### config.mk
export PLATFORM = sky130hd
export DESIGN_NAME = dma_chan_engine
export DESIGN_NICKNAME = d
export VERILOG_FILES = /design/src/rtl/dma_chan_pkg.sv /design/src/rtl/dma_chan_dpath.sv /design/src/rtl/dma_chan_ctrl.sv /design/src/rtl/dma_chan_engine.sv
export SDC_FILE = /design/constraint.sdc
export NUM_CORES = 1
export LEC_CHECK = 0
export ABC_CLOCK_PERIOD_IN_PS = 6000
export BUFFER_PORTS_ARGS = -buffer_cell sky130_fd_sc_hd__clkbuf_2
export CORE_MARGIN = 2
export CORE_UTILIZATION = 60
export CTS_BUF_LIST = sky130_fd_sc_hd__clkbuf_2
export DETAILED_ROUTE_END_ITERATION = 16
export PLACE_DENSITY = 0.87
export SLEW_MARGIN = 5
export SYNTH_ARGS = -nofsm -noshare
export SYNTH_HDL_FRONTEND = slang
export SYNTH_SLANG_ARGS = --single-unit
### constraint.sdc
create_clock -name clk -period 6 [get_ports clk]
set_clock_uncertainty 0.2 [all_clocks]
set_input_delay 0.3 -clock clk [delete_from_list [all_inputs] [get_ports clk]]
set_output_delay 0.3 -clock clk [all_outputs]
set_load 0.005 [all_outputs]
### src/rtl/dma_chan_pkg.sv
package dma_chan_pkg;
  localparam int WORD_W = 16;

  typedef enum logic [2:0] {
    ST_IDLE,
    ST_REQ,
    ST_RD,
    ST_WR,
    ST_GAP
  } chan_state_t;

  // strobes from control to datapath
  typedef struct packed {
    logic load;    // capture configuration
    logic reload;  // restore count and start addresses
    logic step;    // advance addresses, decrement count
    logic selDst;  // drive destination address on the port
  } dp_strobe_t;

  localparam logic [1:0] STEP_DEC = 2'd2;
  localparam logic [1:0] STEP_INC = 2'd3;
endpackage

### src/rtl/dma_chan_dpath.sv
module dma_chan_dpath
  import dma_chan_pkg::*;
#(
  parameter int AW = 16,
  parameter int CW = 16
) (
  input  logic              clk,
  input  logic              rstN,
  input  dp_strobe_t        strb,
  input  logic [AW-1:0]     cfgSrcAddr,
  input  logic [AW-1:0]     cfgDstAddr,
  input  logic [CW-1:0]     cfgCount,
  input  logic              cfgSrcByte,
  input  logic              cfgDstByte,
  input  logic [1:0]        cfgSrcStep,
  input  logic [1:0]        cfgDstStep,
  input  logic [WORD_W-1:0] memRdata,
  output logic [AW-1:0]     memAddr,
  output logic [WORD_W-1:0] memWdata,
  output logic [1:0]        memBe,
  output logic              lastUnit,
  output logic              cntZero
);
  logic [AW-1:0] srcQ, dstQ, srcBase, dstBase;
  logic [CW-1:0] cntQ, cntBase;
  logic          srcByteQ, dstByteQ;
  logic [1:0]    srcStepQ, dstStepQ;
  logic [WORD_W-1:0] unitVal;

  function automatic logic [AW-1:0] nextAddr(input logic [AW-1:0] a,
                                             input logic [1:0] code,
                                             input logic isByte);
    logic [AW-1:0] delta;
    delta = isByte ? AW'(1) : AW'(2);
    case (code)
      STEP_INC: nextAddr = a + delta;
      STEP_DEC: nextAddr = a - delta;
      default:  nextAddr = a;
    endcase
  endfunction

  always_ff @(posedge clk or negedge rstN) begin
    if (!rstN) begin
      srcQ <= '0; dstQ <= '0; srcBase <= '0; dstBase <= '0;
      cntQ <= '0; cntBase <= '0;
      srcByteQ <= 1'b0; dstByteQ <= 1'b0;
      srcStepQ <= '0; dstStepQ <= '0;
    end else if (strb.load) begin
      srcQ <= cfgSrcAddr; srcBase <= cfgSrcAddr;
      dstQ <= cfgDstAddr; dstBase <= cfgDstAddr;
      cntQ <= cfgCount;   cntBase <= cfgCount;
      srcByteQ <= cfgSrcByte; dstByteQ <= cfgDstByte;
      srcStepQ <= cfgSrcStep; dstStepQ <= cfgDstStep;
    end else if (strb.reload) begin
      srcQ <= srcBase;
      dstQ <= dstBase;
      cntQ <= cntBase;
    end else if (strb.step) begin
      srcQ <= nextAddr(srcQ, srcStepQ, srcByteQ);
      dstQ <= nextAddr(dstQ, dstStepQ, dstByteQ);
      cntQ <= cntQ - CW'(1);
    end
  end

  // source unit extraction: byte lanes are little-endian
  always_comb begin
    if (srcByteQ)
      unitVal = {8'h00, srcQ[0] ? memRdata[15:8] : memRdata[7:0]};
    else
      unitVal = memRdata;
  end

  // destination placement
  always_comb begin
    if (dstByteQ) begin
      memWdata = {unitVal[7:0], unitVal[7:0]};
      memBe    = dstQ[0] ? 2'b10 : 2'b01;
    end else begin
      memWdata = unitVal;
      memBe    = 2'b11;
    end
  end

  assign memAddr  = strb.selDst ? dstQ : srcQ;
  assign lastUnit = (cntQ == CW'(1));
  assign cntZero  = (cntQ == '0);
endmodule

### src/rtl/dma_chan_ctrl.sv
module dma_chan_ctrl
  import dma_chan_pkg::*;
#(
  parameter int NTRIG = 32,
  parameter int BURST = 4
) (
  input  logic                     clk,
  input  logic                     rstN,
  input  logic                     cfgLoad,
  input  logic [2:0]               cfgMode,
  input  logic [$clog2(NTRIG)-1:0] cfgTrigSel,
  input  logic                     cfgLevel,
  input  logic                     enSet,
  input  logic                     enClr,
  input  logic                     swStart,
  input  logic [NTRIG-1:0]         trigIn,
  input  logic                     irqEn,
  input  logic                     flagClr,
  input  logic                     busGnt,
  input  logic                     lastUnit,
  input  logic                     cntZero,
  output dp_strobe_t               strb,
  output logic                     busReq,
  output logic                     memRd,
  output logic                     memWr,
  output logic                     enOut,
  output logic                     flagOut,
  output logic                     irqOut
);
  localparam int SW = $clog2(NTRIG);
  localparam int BW = $clog2(BURST);

  chan_state_t st, stN;
  logic [2:0]    modeQ;
  logic          levelQ;
  logic [SW-1:0] selQ;
  logic          enQ, flagQ, prevRaw;
  logic [BW-1:0] burstQ;
  logic          loadOk, rawSel, trigHit, setFlag, autoClr;

  assign loadOk  = cfgLoad & ~enQ;
  assign rawSel  = (selQ == '0) ? swStart : trigIn[selQ];
  assign trigHit = levelQ ? rawSel : (rawSel & ~prevRaw);

  always_comb begin
    stN     = st;
    strb    = '0;
    busReq  = 1'b0;
    memRd   = 1'b0;
    memWr   = 1'b0;
    setFlag = 1'b0;
    autoClr = 1'b0;
    strb.load = loadOk;
    case (st)
      ST_IDLE: if (enQ && trigHit && !cntZero) stN = ST_REQ;
      ST_REQ: begin
        busReq = 1'b1;
        if (!enQ)        stN = ST_IDLE;
        else if (busGnt) stN = ST_RD;
      end
      ST_RD: begin
        busReq = 1'b1;
        memRd  = 1'b1;
        stN    = ST_WR;
      end
      ST_WR: begin
        busReq      = 1'b1;
        memWr       = 1'b1;
        strb.selDst = 1'b1;
        strb.step   = 1'b1;
        if (lastUnit) begin
          setFlag = 1'b1;
          if (modeQ[2]) strb.reload = 1'b1;
          else          autoClr = 1'b1;
          stN = ST_IDLE;
        end else if (modeQ[1:0] == 2'b00 || !enQ) begin
          stN = ST_IDLE;
        end else if (modeQ[1] && burstQ == BW'(BURST - 1)) begin
          stN = ST_GAP;
        end else begin
          stN = ST_RD;
        end
      end
      ST_GAP:  stN = ST_REQ;
      default: stN = ST_IDLE;
    endcase
  end

  always_ff @(posedge clk or negedge rstN) begin
    if (!rstN) begin
      st      <= ST_IDLE;
      modeQ   <= '0;
      levelQ  <= 1'b0;
      selQ    <= '0;
      enQ     <= 1'b0;
      flagQ   <= 1'b0;
      prevRaw <= 1'b0;
      burstQ  <= '0;
    end else begin
      st      <= stN;
      prevRaw <= rawSel;
      if (loadOk) begin
        modeQ  <= cfgMode;
        levelQ <= cfgLevel;
        selQ   <= cfgTrigSel;
      end
      if (enClr || autoClr) enQ <= 1'b0;
      else if (enSet)       enQ <= 1'b1;
      if (setFlag)      flagQ <= 1'b1;
      else if (flagClr) flagQ <= 1'b0;
      if (st == ST_IDLE) burstQ <= '0;
      else if (st == ST_WR)
        burstQ <= (burstQ == BW'(BURST - 1)) ? '0 : burstQ + BW'(1);
    end
  end

  assign enOut   = enQ;
  assign flagOut = flagQ;
  assign irqOut  = flagQ & irqEn;
endmodule

### src/rtl/dma_chan_engine.sv
module dma_chan_engine
  import dma_chan_pkg::*;
#(
  parameter int AW    = 16,
  parameter int CW    = 16,
  parameter int NTRIG = 32,
  parameter int BURST = 4
) (
  input  logic                     clk,
  input  logic                     rstN,
  input  logic                     cfgLoad,
  input  logic [2:0]               cfgMode,
  input  logic [CW-1:0]            cfgCount,
  input  logic [$clog2(NTRIG)-1:0] cfgTrigSel,
  input  logic                     cfgLevel,
  input  logic                     cfgSrcByte,
  input  logic                     cfgDstByte,
  input  logic [1:0]               cfgSrcStep,
  input  logic [1:0]               cfgDstStep,
  input  logic [AW-1:0]            cfgSrcAddr,
  input  logic [AW-1:0]            cfgDstAddr,
  input  logic                     enSet,
  input  logic                     enClr,
  input  logic                     swStart,
  input  logic [NTRIG-1:0]         trigIn,
  input  logic                     irqEn,
  input  logic                     flagClr,
  output logic                     busReq,
  input  logic                     busGnt,
  output logic                     memRd,
  output logic                     memWr,
  output logic [AW-1:0]            memAddr,
  output logic [15:0]              memWdata,
  output logic [1:0]               memBe,
  input  logic [15:0]              memRdata,
  output logic                     enOut,
  output logic                     flagOut,
  output logic                     irqOut
);
  dp_strobe_t strb;
  logic       lastUnit, cntZero;

  dma_chan_ctrl #(.NTRIG(NTRIG), .BURST(BURST)) u_ctrl (
    .clk(clk), .rstN(rstN), .cfgLoad(cfgLoad), .cfgMode(cfgMode),
    .cfgTrigSel(cfgTrigSel), .cfgLevel(cfgLevel), .enSet(enSet),
    .enClr(enClr), .swStart(swStart), .trigIn(trigIn), .irqEn(irqEn),
    .flagClr(flagClr), .busGnt(busGnt), .lastUnit(lastUnit),
    .cntZero(cntZero), .strb(strb), .busReq(busReq), .memRd(memRd),
    .memWr(memWr), .enOut(enOut), .flagOut(flagOut), .irqOut(irqOut)
  );

  dma_chan_dpath #(.AW(AW), .CW(CW)) u_dpath (
    .clk(clk), .rstN(rstN), .strb(strb), .cfgSrcAddr(cfgSrcAddr),
    .cfgDstAddr(cfgDstAddr), .cfgCount(cfgCount), .cfgSrcByte(cfgSrcByte),
    .cfgDstByte(cfgDstByte), .cfgSrcStep(cfgSrcStep),
    .cfgDstStep(cfgDstStep), .memRdata(memRdata), .memAddr(memAddr),
    .memWdata(memWdata), .memBe(memBe), .lastUnit(lastUnit),
    .cntZero(cntZero)
  );
endmodule

==> results of run 1 <==
-- sequential cells by signal, indices dropped and copies added (netlist names), 2 cells and up --
| name | flops |
|---|---|
| u_dpath.dstQ | 16 |
| u_dpath.cntBase | 16 |
| u_dpath.srcStepQ | 2 |
| u_ctrl.selQ | 5 |
| u_ctrl.modeQ | 3 |
| u_ctrl.burstQ | 2 |
| u_dpath.srcBase | 16 |
| u_dpath.dstBase | 16 |
| u_dpath.dstStepQ | 2 |
| u_dpath.srcQ | 16 |
| u_dpath.cntQ | 16 |
| u_ctrl.st | 3 |
-- worst max path at each step --
| stage | from | endpoint | slack (ns) | depth (start not counted) |
|---|---|---|---|---|
| after detailed placement | u_dpath.dstStepQ[1] | u_dpath.dstQ[13] | 2.44 | 9 |
| after global routing | u_ctrl.selQ[0] | u_ctrl.prevRaw | 1.84 | 7 |
| after CTS | u_ctrl.selQ[0] | u_ctrl.prevRaw | 2.06 | 7 |
| final | u_ctrl.selQ[0] | u_ctrl.prevRaw | 1.98 | 7 |
| after global placement | u_dpath.dstStepQ[1] | u_dpath.dstQ[13] | 2.51 | 9 |
| after floorplan | u_dpath.srcStepQ[1] | u_dpath.srcQ[9] | 2.77 | 11 |
-- through the flow --
step / utilization, % / cells / cell area, sq um
3_3_place_gp: 68.0 / 1253 / 8580
3_5_place_dp: 68.0 / 1253 / 8580
4_1_cts: 78.7 / 1396 / 9930
5_1_grt: 78.7 / 1396 / 9930
6_report: 78.7 / 1396 / 9930
2_1_floorplan: - / 977 / 7730
-- layer usage --
layer	track usage [%]	wire [um]	up-vias
li1	-	-	3913
met1	46.8	9970	4203
met2	66.5	13300	626
met3	10.3	2490	141
met4	22.7	1410	0
met5	0	0	-
-- cells by family (layout without fill, tap and decap cells) --
logic type	Yosys count	count (layout)	share of synthesized area, %
simple gates	476	476	27.8
compound gates	236	236	20.1
fa+ha+maj	11	11	1.97
buf+inv	91	338	4.61
flops	119	119	38.5
mux	26	26	5.00
xor+xnor	18	18	2.04
-- cell usage in the layout, fill, tap and decap left out, types with 13 or more instances in the layout --
| master | instances |
|---|---|
| and3_1 | 16 |
| a21oi_1 | 33 |
| o21ai_0 | 77 |
| nand2_1 | 273 |
| o22ai_1 | 13 |
| xnor2_1 | 14 |
| nand3_1 | 29 |
| dfrtp_1 | 119 |
| dlygate4sd3_1 | 112 |
| clkbuf_2 | 176 |
| inv_1 | 26 |
| nor3_1 | 26 |
| and2_1 | 14 |
| nor2_1 | 56 |
-- cell type report --
type / count / area [sq um]
multi-input combinational: 767 / 4420
sequential: 119 / 2980
fill: 823 / 2690
timing repair buffer: 281 / 2000
tap: 172 / 215
clock inverter: 12 / 130
inverter: 26 / 97.6
clock buffer: 19 / 95.1
-- worst max-delay path, delay by kind of cell, from the launching register on --
kind	cells	cell delay (ns)
multiplexers	2	1.01
flip-flops	1	0.70
buffers and inverters	4	1.79
AO/OA/AOI/OAI	1	0.24
-- power by group --
part / switching, W / internal [W] / total (W)
Clock: 0.000348 / 0.000191 / 0.000539
Combinational: 0.000545 / 0.000462 / 0.00101
Sequential: 0.000236 / 0.000944 / 0.00118
Total: 0.00113 / 0.00160 / 0.00272
==> results.json, run 1 <==
{
  "yosysTopAreaCell": "dfrtp_1",
  "pre_cts_ws_ns": 2.44,
  "postSynthCellCount": 977,
  "drive_above_1_share_pct": 19.4,
  "cp.arrival_ns": 4.53,
  "syn_area_sq_mm": 0.00773,
  "rsz0062_at_grt": "false",
  "via_per_inst": 6.36,
  "wirelength_um": 27200,
  "postSynthAreaPerCell_sq_um": 7.92,
  "dp_hpwl_um": 16000,
  "clockBufferDepth": 2,
  "critPathSlowestCell": "dfrtp_1",
  "ys.flop_type": "dfrtp_1",
  "critical_path.max_stage_delay_ns": 0.70,
  "yosys-top-cells-area": "dfrtp_1, nand2_1, o21ai_0, nor2_1, mux4_2",
  "relSlewSlack_pct": 27.9,
  "h-tree-depth": 4,
  "num_io_pins": 160,
  "cellPowerDensity_mw_per_mm2": 274,
  "overflow": 0,
  "core_area_sq_mm": 0.0126,
  "ir_drop_v": 0.000191,
  "reg2reg_slack_ns": 1.98,
  "cts_tree": "done",
  "die_x_um": 118,
  "leakagePower_nw": 4.66,
  "synth_cell_type_count": 67,
  "ant_nets": 0,
  "worstHoldPathCells": 3,
  "post-route-period-util_pct": 67.0,
  "hp-start": "flagClr",
  "hold_class": "in -> reg",
  "synthArstFlopShare_pct": 100,
  "setup_tns_ns": 0,
  "synth_seq_cells": 119,
  "synth_edf_count": 0,
  "grt_max_degree": 72,
  "slew_violations": 0,
  "ff2ff_path_depth": 7,
  "worstSetupPathType": "reg -> reg",
  "maxCapViolations": 0,
  "die-area_sq_mm": 0.0138,
  "synth_common_cells": "nand2_1, dfrtp_1, o21ai_0, nor2_1, clkbuf_1",
  "status": "finished clean",
  "final-hold-violation-count": 0,
  "dr.pass1.iters": 6,
  "crit_top_cell": "dlygate4sd3_1",
  "fin_ws_ns": 1.98,
  "fin_crit_ns": 4.02,
  "crit_fanout": 9,
  "numCtsBuffers": 17,
  "grt_pass1_wl_um": 43900,
  "worstPathRequired_ns": 6.50,
  "end_kind": "flop",
  "routabilityCongestion": 0.970,
  "setup_viol": 0,
  "r2r_start": "u_ctrl.selQ[0]",
  "power_w": 0.00272,
  "diodes": 0,
  "grt_pass1_vias": 8891,
  "fmax_ghz": 0.249,
  "synth_most_common_cell": "nand2_1",
  "track_usage_pct": 39.8,
  "startpoint_type": "flop",
  "synth.top_cell.area_share_pct": 38.5,
  "nNetsFinal": 1343,
  "initial_core_util_pct": 61.3,
  "drt-initial-drc-count": 1113,
  "cts.sinks": 119,
  "num_vias": 8883,
  "min_to": "u_ctrl.flagOut",
  "wl_per_cell_um": 19.5,
  "port_buffers": 158,
  "postCtsHoldBufs": 112,
  "antenna_found_initial": 0,
  "row_count": 41,
  "synthesis.nets": 1108,
  "drc": 0,
  "reg2reg_to": "u_ctrl.prevRaw",
  "areaGrowthSynthToFinish_pct": 28.4,
  "insertion_delay_ns": 0.81,
  "synth_warnings": 0,
  "path_cells": "mux4_2, dlygate4sd3_1, mux4_2, dlygate4sd3_1, a21oi_1, dlygate4sd3_1, inv_1",
  "yosysSeqAreaShare_pct": 38.5,
  "path_clk_slew_ns": 0.18,
  "ctsResizeCount": 0,
  "die_height_um": 118,
  "cts-root-buf": "clkbuf_2",
  "worstMarginPinSlew_ns": 1.08,
  "cts_setup_buffers": 0,
  "hold-worst-slack_ns": 0.0474
}
Note: power is estimated with default switching activity, not from simulation.
==> run 2, diff against run 1 <==
Settings changed: ABC_CLOCK_PERIOD_IN_PS 6000 to 3400, CORE_UTILIZATION 60 to 52, PLACE_DENSITY 0.87 to 0.8.
Clock period 6 ns to 3.4 ns, I/O delays scaled along.
==> results.json, run 2 (synthesis gave the netlist of run 1 again) <==
{
  "status": "finished with violations",
  "violations": "negative hold slack",
  "cts.sinks": 119,
  "startpoint_type": "flop",
  "ir_drop_v": 0.000302,
  "dp_cells": 1283,
  "pwr-share-comb_pct": 36.2,
  "ant_nets": 0,
  "p_clk_share_pct": 22.6,
  "die_height_um": 126,
  "busiest_layer": "met2",
  "routabilityCongestion": 0.982,
  "core_area_sq_mm": 0.0145,
  "grt_pass1_wl_um": 44400,
  "fmax_ghz": 0.306,
  "end_kind": "flop",
  "stdcell_area_sq_mm": 0.0106,
  "track_usage_pct": 34.8,
  "use_met3_pct": 7.26,
  "drive_above_1_share_pct": 19.8,
  "crit_family": "buffers and inverters",
  "drc": 0,
  "via_per_inst": 6.09,
  "port_buffers": 158,
  "pre_cts_ws_ns": 0.389,
  "internal_power_w": 0.00307,
  "drt-initial-drc-count": 1101,
  "num_io_pins": 160,
  "fin_crit_ns": 3.26,
  "final-hold-violation-count": 1,
  "dp_hpwl_um": 16400,
  "slew_violations": 0,
  "ff2ff_path_depth": 6,
  "cts-root-buf": "clkbuf_2",
  "overflow": 0,
  "nNetsFinal": 1409,
  "final_cell_mix": "nand2_1, clkbuf_2, dlygate4sd3_1",
  "areaGrowthSynthToFinish_pct": 37.6,
  "power_frac_seq_pct": 41.2,
  "cellPowerDensity_mw_per_mm2": 473,
  "worstSetupPathType": "reg -> reg",
  "grt_use_met2_pct": 58.4,
  "swShare_pct": 38.9,
  "antenna_found_initial": 1,
  "postPlaceCellArea_sq_mm": 0.00874,
  "numCtsBuffers": 17,
  "critPathSlowestCell": "dfrtp_2",
  "rsz0062_at_grt": "false",
  "cp.arrival_ns": 3.78,
  "worst-path-stages": 6,
  "fillCellCount": 1049,
  "path_cells": "mux4_2, dlygate4sd3_1, mux4_2, a21oi_1, dlygate4sd3_1, inv_1",
  "row_count": 44,
  "grt_pass1_vias": 8958,
  "hold-worst-slack_ns": -0.000174,
  "insertion_delay_ns": 0.78,
  "h-tree-depth": 4,
  "final_common_cell": "nand2_1",
  "power.switching_w": 0.00196,
  "worstHoldPathCells": 5,
  "post-route-period-util_pct": 96.0,
  "fin_ws_ns": 0.136,
  "worstMarginPinSlew_ns": 1.19,
  "cp_num_buf_inv": 3,
  "relSlewSlack_pct": 20.5,
  "die_x_um": 126,
  "wirelength_um": 27200,
  "num_vias": 8988,
  "path_clk_slew_ns": 0.25,
  "use_met1_pct": 42.5,
  "fin_cells": 1475,
  "die-area_sq_mm": 0.0159,
  "worstPathRequired_ns": 3.92,
  "leakagePower_nw": 4.98,
  "setup_tns_ns": 0,
  "initial_core_util_pct": 53.2,
  "grt_max_degree": 89,
  "crit_fanout": 9,
  "cts_tree": "done",
  "critical_path.max_stage_delay_ns": 0.58,
  "hold_class": "in -> reg",
  "setup_viol": 0,
  "clockBufferDepth": 2,
  "wl_per_cell_um": 18.5,
  "dr.pass1.iters": 6,
  "maxCapViolations": 0
}
## run 2: cell count changes in the layout (fill, tap and decap cells not counted)
cell | previous run | this run
dfrtp_2 | 0 | 1
nor4_1 | 8 | 9
dfrtp_1 | 119 | 118
nor4_2 | 1 | 0
dlygate4sd3_1 | 112 | 159
clkbuf_2 | 176 | 174
clkinv_4 | 2 | 0
bufinv_16 | 2 | 5
clkinv_1 | 1 | 2
diode_2 | 0 | 1
buf_12 | 0 | 2
buf_4 | 12 | 29
## run 2: metal layers
layer  part of all wire, %  wire length, um  vias to the layer above
li1                      -                -                     4057
met1                    38            10300                     4214
met2                    49            13300                      580
met3                   8.3             2250                      137
met4                   4.8             1320                        0
met5                     0                0                        -
## run 2: timing repair
| item | in CTS | in global routing |
|---|---|---|
| hold endpoints to repair | 235 | 0 |
| hold buffers | 160 | 0 |
| resized for setup | 0 | 1 |
| buffers inserted | 0 | 0 |
| setup endpoints to repair | 0 | 1 |
## run 2: final timing paths
| kind | from | end | slack, ns |
|---|---|---|---|
| min reg2reg | u_dpath.dstBase[7] | u_dpath.dstBase[7] | 0.30 |
| max in group asynchronous | rstN | u_dpath.dstStepQ[0] | 2.20 |
| max | u_ctrl.selQ[0] | u_ctrl.prevRaw | 0.14 |
| min in group asynchronous | rstN | u_ctrl.modeQ[0] | 0.22 |
| min | trigIn[31] | u_ctrl.st[0] | -0.0002 |
| max reg2reg | u_ctrl.selQ[0] | u_ctrl.prevRaw | 0.14 |
## run 2: layout make-up
class	instances	area (sq um)	area share [%]
Tap cell	184	230	2.16
Multi-Input combinational cell	767	4410	41.4
Timing Repair Buffer	347	2640	24.8
Clock buffer	17	85.1	0.799
Inverter	26	97.6	0.917
Antenna cell	1	2.50	0.0235
Clock inverter	14	206	1.94
Sequential cell	119	2980	28.0
## run 2: per-stage QoR
step,hold WS (ns),power [W],util [%]
floorplan,-0.326,0.00307,-
global placement,-0.0660,0.00360,60.1
detailed placement,-0.0603,0.00365,60.1
CTS,0.00811,0.00493,73.2
global route,0.0156,0.00532,73.2
finish,-0.000174,0.00503,73.2
## run 2: power by group through the flow
stage / clock network (W) / registers, W / logic, W
floorplan: 0 / 0.00186 / 0.00121
global placement: 0 / 0.00206 / 0.00154
detailed placement: 0 / 0.00207 / 0.00158
CTS: 0.00113 / 0.00204 / 0.00176
global route: 0.00120 / 0.00211 / 0.00201
finish: 0.00114 / 0.00208 / 0.00182
## run 2: worst min-delay path: cells and delay by family
kind	cells	cell delay [ns]
buf+inv	1	0.07
mux	2	0.43
compound gates	2	0.29
==> run 3, diff against run 2 <==
Settings changed: CORE_ASPECT_RATIO set to 1.2, CORE_UTILIZATION 52 to 51, CTS_BUF_LIST sky130_fd_sc_hd__clkbuf_2 to not set, PLACE_DENSITY 0.8 to 0.79.
==> results.json, run 3 (synthesis gave the netlist of run 1 again) <==
{
  "drc": 0,
  "end_kind": "flop",
  "wl_per_cell_um": 17.2,
  "fillCellCount": 1253,
  "clockBufferDepth": 2,
  "insertion_delay_ns": 0.43,
  "grt_max_degree": 120,
  "final_common_cell": "nand2_1",
  "worstPathRequired_ns": 3.51,
  "areaGrowthSynthToFinish_pct": 30.6,
  "dp_hpwl_um": 16400,
  "startpoint_type": "flop",
  "final_cell_mix": "nand2_1, clkbuf_2, dfrtp_1",
  "track_usage_pct": 31.2,
  "critPathSlowestCell": "or4_1",
  "setup_viol": 0,
  "crit_family": "simple AND/OR/NAND/NOR gates",
  "die_height_um": 139,
  "die-area_sq_mm": 0.0162,
  "port_buffers": 158,
  "grt_pass1_vias": 8168,
  "maxCapViolations": 0,
  "relSlewSlack_pct": 21.2,
  "worstMarginPinSlew_ns": 1.17,
  "regArea_sq_mm": 0.00298,
  "drt-initial-drc-count": 607,
  "worstSetupPathType": "reg -> reg",
  "num_vias": 8129,
  "use_met3_pct": 7.12,
  "setup_tns_ns": 0,
  "cp.arrival_ns": 3.08,
  "r2r_start": "u_dpath.dstStepQ[1]",
  "numCtsBuffers": 17,
  "die_x_um": 116,
  "overflow": 0,
  "routabilityCongestion": 0.951,
  "nNetsFinal": 1321,
  "fin_ws_ns": 0.433,
  "via_per_inst": 5.78,
  "cts_tree": "done",
  "grt_use_met2_pct": 50.7,
  "path_clk_slew_ns": 0.06,
  "busiest_layer": "met2",
  "reg2reg_slack_ns": 0.43,
  "cts.sinks": 119,
  "drive_above_1_share_pct": 21.2,
  "postPlaceCellArea_sq_mm": 0.00877,
  "h-tree-depth": 4,
  "fin_crit_ns": 2.97,
  "crit_fanout": 9,
  "ant_nets": 0,
  "multiInputGateArea_sq_mm": 0.00441,
  "num_io_pins": 160,
  "rsz0062_at_grt": "false",
  "status": "finished clean",
  "diodes": 0,
  "fmax_ghz": 0.337,
  "antenna_found_initial": 0,
  "slew_violations": 0,
  "post-route-period-util_pct": 87.3,
  "path_cells": "nor2b_1, and2_1, ha_1, nor2b_1, o211ai_1, or4_1, o21ai_0, o22ai_1, a211o_1",
  "postCtsHoldBufs": 73,
  "initial_core_util_pct": 51.9,
  "hold_class": "in -> async",
  "leakagePower_nw": 4.75,
  "dr.pass1.iters": 5,
  "cellPowerDensity_mw_per_mm2": 555,
  "grt_pass1_wl_um": 39800,
  "ctsResizeCount": 0,
  "critical_path.max_stage_delay_ns": 0.50,
  "crit_top_cell": "nor2b_1",
  "pre_cts_ws_ns": 0.480,
  "use_met1_pct": 40.0,
  "finalCoreUtilization_pct": 67.8,
  "power_w": 0.00561,
  "cp_num_buf_inv": 0,
  "wirelength_um": 24200,
  "row_count": 49,
  "cp-startpoint": "u_dpath.dstStepQ[1]",
  "stdcell_area_sq_mm": 0.0101,
  "final-hold-violation-count": 0,
  "ir_drop_v": 0.000340,
  "core_area_sq_mm": 0.0149,
  "cts_setup_buffers": 0,
  "cts-root-buf": "clkbuf_16"
}
## run 3: power by group
part           leakage [nW]  switching [W]  internal [W]
registers              1.45       0.000382       0.00167
logic                  3.01       0.000916      0.000789
clock network         0.294       0.000699       0.00115
## run 3: routing by layer
layer  routed length [um]  vias to the layer above
li1                     -                     3874
met1                 9970                     3836
met2                11800                      365
met3                 1620                       54
met4                  731                        0
met5                    0                        -
## run 3: area by class of cell
type	count	area share [%]
Multi-Input combinational cell	767	43.6
Clock inverter	15	1.76
Timing Repair Buffer	259	17.4
Tap cell	204	2.53
Clock buffer	17	4.21
Sequential cell	119	29.5
Inverter	26	0.966
## run 3: worst min-delay path, cell delays in order
cell and delay [ns]:
dlygate4sd3_1 0.53, buf_4 0.11, buf_12 0.42
## run 3: stage by stage
| step | instances | hold slack (ns) |
|---|---|---|
| 3_3_place_gp | 1302 | 0.118 |
| 6_report | 1407 | 0.144 |
| 2_1_floorplan | 977 | -0.326 |
| 4_1_cts | 1407 | 0.208 |
| 5_1_grt | 1407 | 0.231 |
| 3_5_place_dp | 1302 | 0.118 |
## run 3: worst paths after layout
check	endpoint	cells past startpoint
hold reg to reg	u_dpath.dstBase[8]	2
max in group asynchronous	u_dpath.cntBase[3]	3
setup reg to reg	u_dpath.dstQ[13]	9
min in group clk	u_ctrl.prevRaw	5
setup / recovery	u_dpath.dstQ[13]	9
hold / removal	u_dpath.srcQ[12]	3
